<file path="src/rtl/pgs_pkg.sv">
package pgs_pkg;

    typedef enum logic [1:0] {
        RES_OK    = 2'd0,
        RES_BUSY  = 2'd1,
        RES_BADID = 2'd2
    } pg_result_e;

    typedef enum logic {
        ST_IDLE = 1'b0,
        ST_POLL = 1'b1
    } pg_state_e;

    // Bit used for the isolation mask of a given island id
    function automatic int unsigned clamp_remap(input int unsigned id,
                                                input int unsigned swap_a,
                                                input int unsigned swap_b);
        if (id == swap_a) return swap_b;
        if (id == swap_b) return swap_a;
        return id;
    endfunction

endpackage

</file>
<file path="src/rtl/pgs_sample_timer.sv">
module pgs_sample_timer #(
    parameter int TICK_CYC = 250
) (
    input  logic clk,
    input  logic rst,
    input  logic run,
    input  logic rearm,
    output logic strobe
);
    localparam int CW = (TICK_CYC > 1) ? $clog2(TICK_CYC) : 1;
    localparam logic [CW-1:0] LAST = CW'(TICK_CYC - 1);

    logic [CW-1:0] cnt;

    assign strobe = run && (cnt == LAST);

    always_ff @(posedge clk) begin
        if (rst || rearm) begin
            cnt <= '0;
        end else if (run) begin
            cnt <= strobe ? '0 : cnt + CW'(1);
        end
    end
endmodule

</file>
<file path="src/rtl/pgs_poll_engine.sv">
module pgs_poll_engine
    import pgs_pkg::*;
#(
    parameter int                NUM_PART     = 14,
    parameter int                ID_W         = 5,
    parameter int                START_BIT    = 8,
    parameter int                SAMPLE_LIMIT = 10,
    parameter int                RETRY_LIMIT  = 100,
    parameter logic [NUM_PART-1:0] CPU_MASK   = '0,
    parameter int                TOG_W        = START_BIT + 1
) (
    input  logic                clk,
    input  logic                rst,
    input  logic                req_valid,
    input  logic [ID_W-1:0]     req_id,
    input  logic                req_on,
    input  logic [NUM_PART-1:0] pwr_status,
    input  logic                strobe,
    output logic                rearm,
    output logic                busy,
    output logic                done,
    output pg_result_e          result,
    output logic                tog_valid,
    output logic [TOG_W-1:0]    tog_word
);
    localparam int SC_W = $clog2(SAMPLE_LIMIT + 1);
    localparam int TC_W = $clog2(RETRY_LIMIT + 1);

    pg_state_e       state;
    logic [ID_W-1:0] id_q;
    logic            want_q;
    logic [SC_W-1:0] samples_left;
    logic [TC_W-1:0] tog_count;

    logic cur_bit, cpu_hit, poll_bit, id_ok;
    logic start_cmd, window_out, retry_cmd;
    logic [ID_W-1:0] cmd_id;

    always_comb begin
        cur_bit  = 1'b0;
        cpu_hit  = 1'b0;
        poll_bit = 1'b0;
        for (int i = 0; i < NUM_PART; i++) begin
            if (req_id == ID_W'(i)) begin
                cur_bit = pwr_status[i];
                cpu_hit = CPU_MASK[i];
            end
            if (id_q == ID_W'(i)) poll_bit = pwr_status[i];
        end
    end

    assign id_ok      = ({1'b0, req_id} < (ID_W+1)'(NUM_PART));
    assign start_cmd  = (state == ST_IDLE) && req_valid && id_ok && (cur_bit != req_on);
    assign window_out = (state == ST_POLL) && strobe && (poll_bit != want_q)
                        && (samples_left <= SC_W'(1));
    assign retry_cmd  = window_out && (tog_count != TC_W'(RETRY_LIMIT));
    assign rearm      = start_cmd || retry_cmd;
    assign cmd_id     = (state == ST_IDLE) ? req_id : id_q;
    assign busy       = (state == ST_POLL);

    always_ff @(posedge clk) begin
        if (rst) begin
            state        <= ST_IDLE;
            id_q         <= '0;
            want_q       <= 1'b0;
            samples_left <= '0;
            tog_count    <= '0;
            done         <= 1'b0;
            result       <= RES_OK;
            tog_valid    <= 1'b0;
            tog_word     <= '0;
        end else begin
            done      <= 1'b0;
            tog_valid <= rearm;
            if (rearm) begin
                tog_word <= TOG_W'(cmd_id) | (TOG_W'(1) << START_BIT);
            end
            case (state)
                ST_IDLE: begin
                    if (req_valid) begin
                        id_q   <= req_id;
                        want_q <= req_on;
                        if (!id_ok) begin
                            done   <= 1'b1;
                            result <= RES_BADID;
                        end else if (cur_bit == req_on || cpu_hit) begin
                            done   <= 1'b1;
                            result <= RES_OK;
                        end else begin
                            state        <= ST_POLL;
                            samples_left <= SC_W'(SAMPLE_LIMIT);
                            tog_count    <= TC_W'(1);
                        end
                    end
                end
                ST_POLL: begin
                    if (strobe) begin
                        if (poll_bit == want_q) begin
                            done   <= 1'b1;
                            result <= RES_OK;
                            state  <= ST_IDLE;
                        end else if (samples_left > SC_W'(1)) begin
                            samples_left <= samples_left - SC_W'(1);
                        end else begin
                            samples_left <= '0;
                            if (retry_cmd) begin
                                tog_count <= tog_count + TC_W'(1);
                            end else begin
                                done   <= 1'b1;
                                result <= RES_BUSY;
                                state  <= ST_IDLE;
                            end
                        end
                    end
                end
                default: state <= ST_IDLE;
            endcase
        end
    end
endmodule

</file>
<file path="src/rtl/pgs_clamp_map.sv">
module pgs_clamp_map
    import pgs_pkg::*;
#(
    parameter int NUM_PART = 14,
    parameter int ID_W     = 5,
    parameter int SWAP_A   = 3,
    parameter int SWAP_B   = 4
) (
    input  logic                clk,
    input  logic                rst,
    input  logic                clamp_req,
    input  logic [ID_W-1:0]     clamp_id,
    output logic                clamp_valid,
    output logic [NUM_PART-1:0] clamp_mask
);
    logic                id_ok;
    int unsigned         tgt;
    logic [NUM_PART-1:0] mask_n;

    assign id_ok = ({1'b0, clamp_id} < (ID_W+1)'(NUM_PART));

    always_comb begin
        tgt = clamp_remap(int'(clamp_id), SWAP_A, SWAP_B);
        for (int i = 0; i < NUM_PART; i++) begin
            mask_n[i] = (tgt == i);
        end
    end

    always_ff @(posedge clk) begin
        if (rst) begin
            clamp_valid <= 1'b0;
            clamp_mask  <= '0;
        end else begin
            clamp_valid <= clamp_req && id_ok;
            clamp_mask  <= (clamp_req && id_ok) ? mask_n : '0;
        end
    end
endmodule

</file>
<file path="src/rtl/pgate_toggle_seq.sv">
module pgate_toggle_seq
    import pgs_pkg::*;
#(
    parameter int                  NUM_PART     = 14,
    parameter int                  ID_W         = 5,
    parameter int                  START_BIT    = 8,
    parameter int                  TICK_CYC     = 250,
    parameter int                  SAMPLE_LIMIT = 10,
    parameter int                  RETRY_LIMIT  = 100,
    parameter logic [NUM_PART-1:0] CPU_MASK     = 14'b01_1110_0000_0001,
    parameter int                  SWAP_A       = 3,
    parameter int                  SWAP_B       = 4
) (
    input  logic                   clk,
    input  logic                   rst,
    input  logic                   req_valid,
    input  logic [ID_W-1:0]        req_id,
    input  logic                   req_on,
    input  logic [NUM_PART-1:0]    pwr_status,
    output logic                   busy,
    output logic                   done,
    output logic [1:0]             result,
    output logic                   tog_valid,
    output logic [START_BIT:0]     tog_word,
    input  logic                   clamp_req,
    input  logic [ID_W-1:0]        clamp_id,
    output logic                   clamp_valid,
    output logic [NUM_PART-1:0]    clamp_mask
);
    localparam int TOG_W = START_BIT + 1;

    logic       strobe;
    logic       rearm;
    pg_result_e res_e;

    pgs_sample_timer #(.TICK_CYC(TICK_CYC)) u_timer (
        .clk    (clk),
        .rst    (rst),
        .run    (busy),
        .rearm  (rearm),
        .strobe (strobe)
    );

    pgs_poll_engine #(
        .NUM_PART     (NUM_PART),
        .ID_W         (ID_W),
        .START_BIT    (START_BIT),
        .SAMPLE_LIMIT (SAMPLE_LIMIT),
        .RETRY_LIMIT  (RETRY_LIMIT),
        .CPU_MASK     (CPU_MASK),
        .TOG_W        (TOG_W)
    ) u_engine (
        .clk        (clk),
        .rst        (rst),
        .req_valid  (req_valid),
        .req_id     (req_id),
        .req_on     (req_on),
        .pwr_status (pwr_status),
        .strobe     (strobe),
        .rearm      (rearm),
        .busy       (busy),
        .done       (done),
        .result     (res_e),
        .tog_valid  (tog_valid),
        .tog_word   (tog_word)
    );

    assign result = res_e;

    pgs_clamp_map #(
        .NUM_PART (NUM_PART),
        .ID_W     (ID_W),
        .SWAP_A   (SWAP_A),
        .SWAP_B   (SWAP_B)
    ) u_clamp (
        .clk         (clk),
        .rst         (rst),
        .clamp_req   (clamp_req),
        .clamp_id    (clamp_id),
        .clamp_valid (clamp_valid),
        .clamp_mask  (clamp_mask)
    );
endmodule

</file>
<file path="config.mk">
export PLATFORM = sky130hd
export DESIGN_NAME = pgate_toggle_seq
export DESIGN_NICKNAME = d
export VERILOG_FILES = /design/src/rtl/pgs_pkg.sv /design/src/rtl/pgs_sample_timer.sv /design/src/rtl/pgs_poll_engine.sv /design/src/rtl/pgs_clamp_map.sv /design/src/rtl/pgate_toggle_seq.sv
export SDC_FILE = /design/constraint.sdc
export NUM_CORES = 1
export LEC_CHECK = 0
export BUFFER_PORTS_ARGS = -buffer_cell sky130_fd_sc_hd__buf_2
export CAP_MARGIN = 5
export CORE_MARGIN = 2
export CORE_UTILIZATION = 46
export CTS_CLUSTER_SIZE = 28
export DETAILED_ROUTE_END_ITERATION = 8
export PLACE_DENSITY = 0.68
export SLEW_MARGIN = 5
export SYNTH_ARGS = -nofsm -noshare
export SYNTH_HDL_FRONTEND = slang
export SYNTH_HIERARCHICAL = 1
export SYNTH_SLANG_ARGS = --single-unit
</file>
<file path="constraint.sdc">
create_clock -name clk -period 3.75 [get_ports clk]
set_input_delay 0.375 -clock clk [delete_from_list [all_inputs] [get_ports clk]]
set_output_delay 0.375 -clock clk [all_outputs]
set_load 0.02 [all_outputs]
</file>
==> results_dict.tcl, run 1 <==
set metrics [dict create \
    timing_worst_setup_path_type "reg2reg" \
    cp.arrival_ns 3.35 \
    gr-usage-met1_pct 22.49 \
    grt_max_degree 26 \
    vias 2429 \
    hold_viol 0 \
    max-cap-violations 0 \
    critPathTopFamily "simple AND/OR/NAND/NOR gates" \
    ioPinCount 58 \
    drive_above_1_share_pct 22.74 \
    hpwl_um 4321 \
    finalPower_mw 1.117 \
    first_iter_violations 127 \
    finalCritPeriodShare_pct 83.74 \
    routed_via_density 5.520 \
    die_w_um 81.69 \
    first_pass_iters 4 \
    post-route-cell-area_um2 3138 \
    path_clk_slew_ns 0.11 \
    synth_cells 322 \
    cts_buffer_depth 2 \
    path_buf_inv 1 \
    cts_hold_buf 0 \
    hold_path_class "in2reg" \
    synthDistinctLibCells 68 \
    crit_slowest_cell "mux4_2" \
    synth_ff_type "dfxtp_1" \
    root_buffer "clkbuf_8" \
    postCtsSetupBuffers 0 \
    cp_max_fo 11 \
    leakagePower_nw 1.271 \
    syn_area_per_cell_um2 8.622 \
    coreArea_um2 5886 \
    netlist_area_um2 2776 \
    postRouteAntennaNets 0 \
    port_buffers 54 \
    relSlewSlack_pct 51.53 \
    netlist_top_cells_area "dfxtp_1 37%, nand2_1 5.4%, mux2i_1 5.0%" \
    tightest_slew_ns 0.7177 \
    hold_slack_ns 0.2654 \
    max_stage_delay_ns 0.55 \
    placed_area_um2 3035 \
    numCtsBuffers 5 \
    cp.required_ns 3.96 \
    gr-usage-all-layers_pct 17.61 \
    fmax_ghz 0.3184 \
    grt.met2_usage_pct 30.00 \
    ys_async_sr_fraction_pct 0 \
    yosysSeqAreaShare_pct 36.77 \
    diodes 0 \
    maxSlewViolCount 0 \
    tritoncts "built" \
    ys_seq_elements 51 \
    drc 0 \
    fin_setup_tns_ns 0 \
    htreeDepth 2 \
    post_drt_wl_per_cell_um 13.25 \
    antenna_found_initial 0 \
    grt-ovfl-total 0 \
    rows 28 \
    fin_crit_ns 3.140 \
    rsz0062_at_grt "false" \
    fin_worst_skew_ns 0.01166 \
    pwr_density_cell_nw_per_um2 356.0 \
    cp-start-kind "register" \
    area_delta_synth_final_pct 13.02 \
    ctsResizeCount 0 \
    setup_viol 0 \
    globalRouteMet3Util_pct 3.407 \
    grt_busiest_layer "met2" \
    yosysTopAreaCell "dfxtp_1" \
    final_nets 399 \
    drt-total-wl_um 5831 \
    cts.sinks 51 \
    outcome "finished clean" \
    yosys_warnings 6 \
    ir_drop_v 0.0001912 \
    end_kind "register" \
    die_h_um 81.69 \
    synth_edf_count 0 \
    place_congestion 0.8177 \
    initial_core_util_pct 47.17 \
    yosysTopAreaCellShare_pct 36.77 \
    clk_latency_ns 0.31 \
    crit_chain "mux4_2 -> nand2b_1 -> a41oi_2 -> mux2_4 -> and2_1 -> nor2_4 -> inv_1 -> or2_2 -> o32ai_1" \
    grt_pass1_wl_um 9384 \
    dieArea_um2 6673 \
    first_global_vias 2072 \
]
-- registers in the layout, indices dropped and copies added, names as in the netlist, 2 cells and up --
signal / flops
u_engine/tog_count: 7
u_engine/result: 2
u_clamp/clamp_mask: 14
u_timer/cnt: 8
u_engine/id_q: 5
u_engine/samples_left: 4
u_engine/tog_word: 6
-- worst register-to-register path, delay by kind of cell, from the launching register on --
kind                   cells  cell delay, ns
AO/OA/AOI/OAI              2            0.54
buffers and inverters      1            0.09
flip-flops                 1            0.54
multiplexers               2            0.92
AND/OR/NAND/NOR            4            0.96
-- area by class of cell --
| cell class | count | area (µm²) |
|---|---|---|
| fillers | 561 | 2748 |
| well taps | 75 | 93.84 |
| clock buffers | 5 | 68.82 |
| flip-flops and latches | 51 | 1021 |
| multi-input cells | 237 | 1590 |
| inverters | 14 | 52.55 |
| clock inverters | 3 | 33.78 |
| repair buffers | 55 | 277.8 |
-- through the flow --
step / util, % / cells / setup WS (ns)
after detailed placement: 51.57 / 432 / 0.6327
final: 53.32 / 440 / 0.6097
after floorplan: - / 324 / 1.019
after global routing: 53.32 / 440 / 0.4663
after global placement: 51.57 / 432 / 0.6893
after CTS: 53.32 / 440 / 0.5781
-- layer usage --
layer  wire [µm]  vias up
met5           0        -
met4          96        0
met3         296        8
met2        2694       59
met1        2744     1126
li1            -     1236
-- worst paths after layout --
kind / startpoint / to / depth (start not counted) / slack [ns]
setup reg to reg: u_engine/id_q[0]$_SDFFE_PP0P_ / u_timer/cnt[1]$_SDFFE_PP0P_ / 9 / 0.61
hold reg to reg: u_engine/tog_word[8]$_SDFFE_PP0P_ / u_engine/tog_word[8]$_SDFFE_PP0P_ / 2 / 0.46
setup / recovery: u_engine/id_q[0]$_SDFFE_PP0P_ / u_timer/cnt[1]$_SDFFE_PP0P_ / 9 / 0.61
hold / removal: clamp_id[1] / u_clamp/clamp_mask[12]$_SDFF_PP0_ / 2 / 0.27
-- cells in the final DEF, fill, tap and decap left out, types with 4 or more instances in the layout --
cell type	netlist	final
a211oi_1	5	5
a21oi_1	19	19
a31oi_1	4	4
and3_1	4	4
buf_2	6	54
clkbuf_8	0	5
dfxtp_1	51	51
ha_1	6	6
inv_1	13	13
mux2i_1	14	14
nand2_1	40	40
nand2b_1	6	6
nand3_1	10	10
nand3b_1	6	6
nand4_1	4	4
nor2_1	24	24
nor3_1	14	14
nor4_1	4	4
o21ai_0	7	7
xor2_1	5	5
-- logic make-up after synthesis --
| family | Yosys count | synth area share, % |
|---|---|---|
| AOI/OAI and AO/OA | 59 | 15.14 |
| xor gates and xnor gates | 6 | 1.893 |
| adders and majority gates | 6 | 2.704 |
| buffers and inverters | 36 | 6.219 |
| DFF | 51 | 36.77 |
| muxes | 20 | 8.427 |
| other | 1 | 0.1351 |
| and+or+nand+nor | 143 | 28.71 |
-- synth_stat cells, types with 2 or more instances --
| library cell | number |
|---|---|
| and2_1 | 2 |
| nand2_1 | 40 |
| nand3_2 | 2 |
| nand4bb_1 | 3 |
| buf_4 | 6 |
| nor4b_1 | 2 |
| nor3_1 | 14 |
| dfxtp_1 | 51 |
| ha_1 | 6 |
| nor3b_1 | 3 |
| mux2i_1 | 14 |
| nor2b_1 | 2 |
| or3b_2 | 2 |
| o211ai_1 | 2 |
| o211a_1 | 2 |
| or3b_1 | 2 |
| nand4b_1 | 2 |
| nor2_1 | 24 |
| nor2_4 | 2 |
| a211oi_1 | 5 |
| o21ai_0 | 7 |
| mux4_2 | 2 |
| nand4_1 | 4 |
| a31oi_1 | 4 |
| nor4_1 | 4 |
| nand3_1 | 10 |
| nand3b_1 | 6 |
| xor2_1 | 5 |
| a21oi_1 | 19 |
| nand2b_1 | 6 |
| mux2_2 | 3 |
| and3_1 | 4 |
| inv_1 | 13 |
| or2_2 | 2 |
| buf_2 | 6 |
| clkbuf_1 | 9 |
-- power breakdown --
part	switching, mW	total, mW	internal [mW]	leakage (nW)
Clock	0.203	0.345	0.142	0.0519
Sequential	0.0192	0.579	0.559	0.414
Combinational	0.115	0.193	0.0785	0.805
Note: power is estimated with default switching activity, not from simulation.
==> inputs of run 2 (changes only) <==
- PLACE_DENSITY: 0.68 -> 0.71
- clock period: 3.75 -> 2.7 ns (I/O delays scaled with it)
==> run 2 against run 1 <==
Largest cell class unchanged. Total power is 43% higher. Final cell count grew 2.5%. Combinational power rose by 55%. First-iteration DRC count decreased by 6.3%. Critical endpoint unchanged.
==> results_dict.tcl, run 2 (synthesis results as in run 1) <==
set metrics [dict create \
    top_register "u_clamp/clamp_mask" \
    r2r_cells 9 \
    fin_setup_tns_ns 0 \
    tritoncts "built" \
    rsz0062_at_grt "false" \
    ioPinCount 58 \
    initial_core_util_pct 47.17 \
    timing_worst_setup_path_type "reg2reg" \
    end_kind "register" \
    hold_path_class "in2reg" \
    mostFrequentLayoutCells "54 x buf_2, 49 x dfxtp_1, 40 x nand2_1" \
    largestRegisters "u_clamp/clamp_mask x14, u_timer/cnt x8, u_engine/tog_count x7" \
    critPathTopFamily "multiplexers" \
    p_sw_uw 495.6 \
    r2r_slack_ns 0.11 \
    dieArea_um2 6673 \
    final_nets 410 \
    clockPowerShare_pct 31.0 \
    pwr_density_cell_nw_per_um2 493.6 \
    routed_via_density 5.590 \
    r2r-start "u_engine/id_q[0]$_SDFFE_PP0P_" \
    crit_slowest_cell "mux4_2" \
    post_drt_wl_per_cell_um 14.37 \
    mostFrequentLayoutCell "buf_2" \
    fin_crit_ns 2.592 \
    final_cells 451 \
    fin_util_pct 55.08 \
    rows 28 \
    grt_max_degree 23 \
    gr-usage-all-layers_pct 19.68 \
    hold_slack_ns 0.1490 \
    diodes 0 \
    postRouteAntennaNets 0 \
    hold_start "clamp_id[1]" \
    crit_chain "mux4_2 -> nand2b_4 -> a41oi_4 -> mux2_4 -> and2_4 -> nor2_4 -> inv_1 -> or2_2 -> o32ai_1" \
    die_w_um 81.69 \
    finalPower_mw 1.600 \
    drt-total-wl_um 6480 \
    dp_cells 443 \
    finalCritPeriodShare_pct 96.00 \
    drc 0 \
    vias 2521 \
    multi_input_area_um2 1612 \
    path_buf_inv 1 \
    drive_above_1_share_pct 26.06 \
    r2r-end "u_timer/cnt[1]$_SDFFE_PP0P_" \
    cp-start-kind "register" \
    first_global_vias 2301 \
    setup_viol 0 \
    dp_slack_ns 0.1217 \
    die_h_um 81.69 \
    clk_latency_ns 0.31 \
    coreArea_um2 5886 \
    hpwl_um 4747 \
    sw_frac_of_total_pct 30.97 \
    fin_worst_skew_ns 0.003426 \
    ir_drop_v 0.0003002 \
    post-route-cell-area_um2 3242 \
    seq_area_um2 1023 \
    htreeDepth 2 \
    fmax_ghz 0.3858 \
    cp.arrival_ns 2.82 \
    relSlewSlack_pct 66.12 \
    max-cap-violations 0 \
    timing.final.ws_setup_ns 0.1081 \
    hold_viol 0 \
    cp_max_fo 6 \
    cts_hold_buf 0 \
    path_clk_slew_ns 0.10 \
    cts.sinks 51 \
    port_buffers 54 \
    combPwrFrac_pct 18.7 \
    place_congestion 0.8251 \
    cts_buffer_depth 2 \
    area_delta_synth_final_pct 16.76 \
    cp.required_ns 2.93 \
    max_stage_delay_ns 0.50 \
    maxSlewViolCount 0 \
    numCtsBuffers 5 \
    leakagePower_nw 1.335 \
    outcome "finished clean" \
    n_fill_cell 552 \
    intPower_mw 1.105 \
    holdPathStages 2 \
    placed_area_um2 3141 \
    first_pass_iters 4 \
    antenna_found_initial 0 \
    share_seq_of_total_power_pct 50.3 \
    holdPathEnd "u_clamp/clamp_mask[12]$_SDFF_PP0_" \
    first_iter_violations 119 \
    grt-ovfl-total 0 \
    largest_register_ffs 14 \
    grt_pass1_wl_um 10340 \
    root_buffer "clkbuf_8" \
    tightest_slew_ns 0.5013 \
]
[run 2: power groups by stage]
stage	Clock [mW]	Sequential, mW	Combinational [mW]
after detailed placement	0	0.821	0.296
after global routing	0.539	0.809	0.327
after CTS	0.516	0.804	0.297
after global placement	0	0.820	0.290
after floorplan	0	0.825	0.203
final	0.497	0.804	0.300
[run 2: layout make-up]
type,instances,share of cell area (%)
Inverter,14,1.621
Clock buffer,5,2.123
Tap cell,75,2.895
Multi-Input combinational cell,237,49.71
Clock inverter,3,0.9649
Timing Repair Buffer,66,11.12
Sequential cell,51,31.57
[run 2: metal layers]
layer,vias up,GRT usage (%),share of wire (%)
li1,1257,-,-
met1,1185,24.81,45
met2,73,34.26,48
met3,6,4.396,5.9
met4,0,4.500,0.65
met5,-,0,0
[run 2: what timing repair did]
item	4_1_cts	5_1_grt
resized for setup	0	1
buffers inserted	0	0
setup endpoints to repair	0	2
[run 2: worst max path at each step]
stage                                  start                     endpoint  slack, ns  cells after the start
6_report       u_engine/id_q[0]$_SDFFE_PP0P_  u_timer/cnt[1]$_SDFFE_PP0P_       0.11                      9
5_1_grt        u_engine/id_q[0]$_SDFFE_PP0P_  u_timer/cnt[1]$_SDFFE_PP0P_      0.007                      9
2_1_floorplan  u_engine/id_q[0]$_SDFFE_PP0P_  u_timer/cnt[1]$_SDFFE_PP0P_      0.007                     10
3_5_place_dp   u_engine/id_q[1]$_SDFFE_PP0P_  u_timer/cnt[1]$_SDFFE_PP0P_       0.12                     10
3_3_place_gp                   pwr_status[7]  u_timer/cnt[1]$_SDFFE_PP0P_       0.18                     10
4_1_cts        u_engine/id_q[1]$_SDFFE_PP0P_  u_timer/cnt[1]$_SDFFE_PP0P_       0.09                     10
==> inputs of run 3 (changes only) <==
- CORE_UTILIZATION: 46 -> 49
- PLACE_DENSITY: 0.71 -> 0.75
- SYNTH_HIERARCHICAL: 1 -> default
==> run 3 against run 2 <==
Sequential power decreased by 1%. Routed wire length fell by 4.0%. First-iteration DRC count fell by 0.84%. Clock-buffer cell count increased by 1. Worst setup slack gained 0.026 ns. Highest routed layer unchanged. Largest cell class unchanged. Via count increased by 0.28%.
==> results_dict.tcl, run 3 <==
set metrics [dict create \
    final_nets 417 \
    syn_area_per_cell_um2 8.452 \
    fmax_ghz 0.3898 \
    largestRegisters "u_clamp.clamp_mask x14, u_timer.cnt x8, u_engine.tog_count x7" \
    yosysTopAreaCell "dfxtp_1" \
    placed_area_um2 3097 \
    synth_ff_type "dfxtp_1" \
    clockPowerShare_pct 29.5 \
    cp.arrival_ns 2.80 \
    diodes 0 \
    hpwl_um 4753 \
    crit_slowest_cell "or4_1" \
    htreeDepth 2 \
    first_pass_iters 4 \
    grt-ovfl-total 0 \
    n_fill_cell 503 \
    post_drt_wl_per_cell_um 13.67 \
    yosysTopAreaCellShare_pct 37.40 \
    leakagePower_nw 1.272 \
    maxSlewViolCount 0 \
    area_delta_synth_final_pct 17.78 \
    cp_max_fo 11 \
    combPwrFrac_pct 17.5 \
    ioPinCount 58 \
    drive_above_1_share_pct 24.54 \
    netlist_top_cells_area "dfxtp_1 37%, nor2_1 5.2%, nand2_1 4.1%" \
    max_stage_delay_ns 0.51 \
    place_congestion 0.8902 \
    max-cap-violations 0 \
    synth_cells 323 \
    r2r_slack_ns 0.13 \
    first_iter_violations 118 \
    dieArea_um2 6185 \
    yosysSeqAreaShare_pct 37.40 \
    hold_path_class "in2reg" \
    path_clk_slew_ns 0.10 \
    synth_common_cells "51 x dfxtp_1, 38 x nor2_1, 30 x nand2_1" \
    first_global_vias 2359 \
    post-route-cell-area_um2 3216 \
    finalCritPeriodShare_pct 95.03 \
    grt_max_degree 33 \
    die_h_um 78.65 \
    tightest_slew_ns 0.5848 \
    numCtsBuffers 5 \
    top_register "u_clamp.clamp_mask" \
    cp-start-kind "register" \
    outcome "finished clean" \
    sw_frac_of_total_pct 28.22 \
    largest_register_ffs 14 \
    hold_viol 0 \
    tritoncts "built" \
    gr-usage-all-layers_pct 20.51 \
    postRouteAntennaNets 0 \
    mostFrequentLayoutCell "buf_2" \
    relSlewSlack_pct 60.46 \
    r2r-start "u_engine.id_q[0]$_SDFFE_PP0P_" \
    mostFrequentLayoutCells "54 x buf_2, 48 x dfxtp_1, 38 x nor2_1" \
    fin_crit_ns 2.566 \
    drt-total-wl_um 6222 \
    cts_buffer_depth 2 \
    yosysMostFrequentCell "dfxtp_1" \
    port_buffers 54 \
    fin_worst_skew_ns 0.007051 \
    end_kind "register" \
    rows 27 \
    fin_util_pct 59.12 \
    initial_core_util_pct 50.20 \
    ir_drop_v 0.0004240 \
    pwr_density_cell_nw_per_um2 464.1 \
    intPower_mw 1.071 \
    timing_worst_setup_path_type "reg2reg" \
    hold_start "clamp_id[2]" \
    ys_seq_elements 51 \
    cts.sinks 51 \
    ys_async_sr_fraction_pct 0 \
    cp.required_ns 2.94 \
    antenna_found_initial 0 \
    die_w_um 78.65 \
    p_sw_uw 421.1 \
    root_buffer "clkbuf_8" \
    yosys_warnings 0 \
    routed_via_density 5.556 \
    synthDistinctLibCells 60 \
    clk_latency_ns 0.30 \
    drc 0 \
    startpoint "u_engine.id_q[0]$_SDFFE_PP0P_" \
    crit_chain "mux4_2 -> o21bai_1 -> a211oi_2 -> o31a_1 -> o21ai_1 -> o2bb2a_4 -> or4_1 -> a21boi_1" \
    share_seq_of_total_power_pct 53.0 \
    netlist_area_um2 2730 \
    setup_viol 0 \
    coreArea_um2 5439 \
    synth_edf_count 0 \
    grt_pass1_wl_um 10380 \
    vias 2528 \
]
[run 3: cell count changes after synthesis, sizes merged, moves of 4 or more]
cell | previous run | this run
nand2b | 6 | 14
nand3b | 6 | 0
nand2 | 40 | 30
and3 | 4 | 0
nand3 | 12 | 6
or3 | 1 | 5
nor2 | 26 | 38
[run 3: final cells by class]
cell class | count | area (µm²) | share of cell area [%]
inverters | 15 | 56.30 | 1.751
flip-flops and latches | 51 | 1025 | 31.87
well taps | 72 | 90.09 | 2.802
multi-input cells | 239 | 1565 | 48.68
clock buffers | 6 | 72.57 | 2.257
clock inverters | 2 | 16.27 | 0.5058
repair buffers | 70 | 390.4 | 12.14
[run 3: metrics by stage]
stage	std cells	worst slack (ns)	setup TNS, ns	hold slack [ns]	power (mW)
finish	455	0.1343	0	0.2199	1.492
global route	455	-0.01255	-0.01255	0.2057	1.574
CTS	453	0.01865	0	0.2094	1.505
detailed placement	445	0.01984	0	0.4654	1.063
global placement	445	0.08474	0	0.4512	1.057
floorplan	325	0.2303	0	0.3468	0.9782
[run 3: cells by family (layout without fill, tap and decap cells)]
| logic type | after synthesis | count (layout) | synth area share, % |
|---|---|---|---|
| XOR/XNOR | 5 | 5 | 1.604 |
| buffers and inverters | 35 | 93 | 5.958 |
| flip-flops | 51 | 51 | 37.40 |
| multiplexers | 16 | 16 | 7.012 |
| AND/OR/NAND/NOR | 143 | 143 | 27.59 |
| AO/OA/AOI/OAI | 66 | 66 | 17.55 |
| adder cells (fa/ha/maj) | 6 | 6 | 2.750 |
| other | 1 | 3 | 0.1374 |
[run 3: worst paths after layout]
path,end,cells past startpoint
min reg2reg,u_engine.tog_word[8]$_SDFFE_PP0P_,2
min,u_clamp.clamp_valid$_SDFF_PP0_,2
max,u_engine.tog_count[5]$_SDFFE_PP0P_,8
max reg2reg,u_engine.tog_count[5]$_SDFFE_PP0P_,8
[run 3: per-layer routing]
metal,vias up,GRT usage [%],wire length (µm),share of wire [%]
met1,1189,25.57,2766,44
li1,1271,-,-,-
met5,-,0,0,0
met3,10,5.517,300,4.8
met4,0,5.263,78,1.3
met2,58,34.96,3077,49
[run 3: repair_timing]
item / 4_1_cts / 5_1_grt
gates resized for setup: 1 / 4
endpoints found under the setup margin: 1 / 10
setup buffers: 0 / 2
pin swaps: 0 / 3
hold buffers: 0 / 0
[run 3: critical path, delay by kind of cell, from the launching register on]
family           cells  cell delay (ns)
AO/OA/AOI/OAI        6             1.13
AND/OR/NAND/NOR      1             0.51
multiplexers         1             0.50
flip-flops           1             0.35
[run 3: power groups by stage]
| stage | Combinational (mW) | Sequential (mW) | Clock, mW |
|---|---|---|---|
| floorplan | 0.161 | 0.818 | 0 |
| global placement | 0.250 | 0.807 | 0 |
| detailed placement | 0.255 | 0.808 | 0 |
| CTS | 0.258 | 0.791 | 0.457 |
| global route | 0.287 | 0.795 | 0.492 |
| finish | 0.261 | 0.792 | 0.440 |
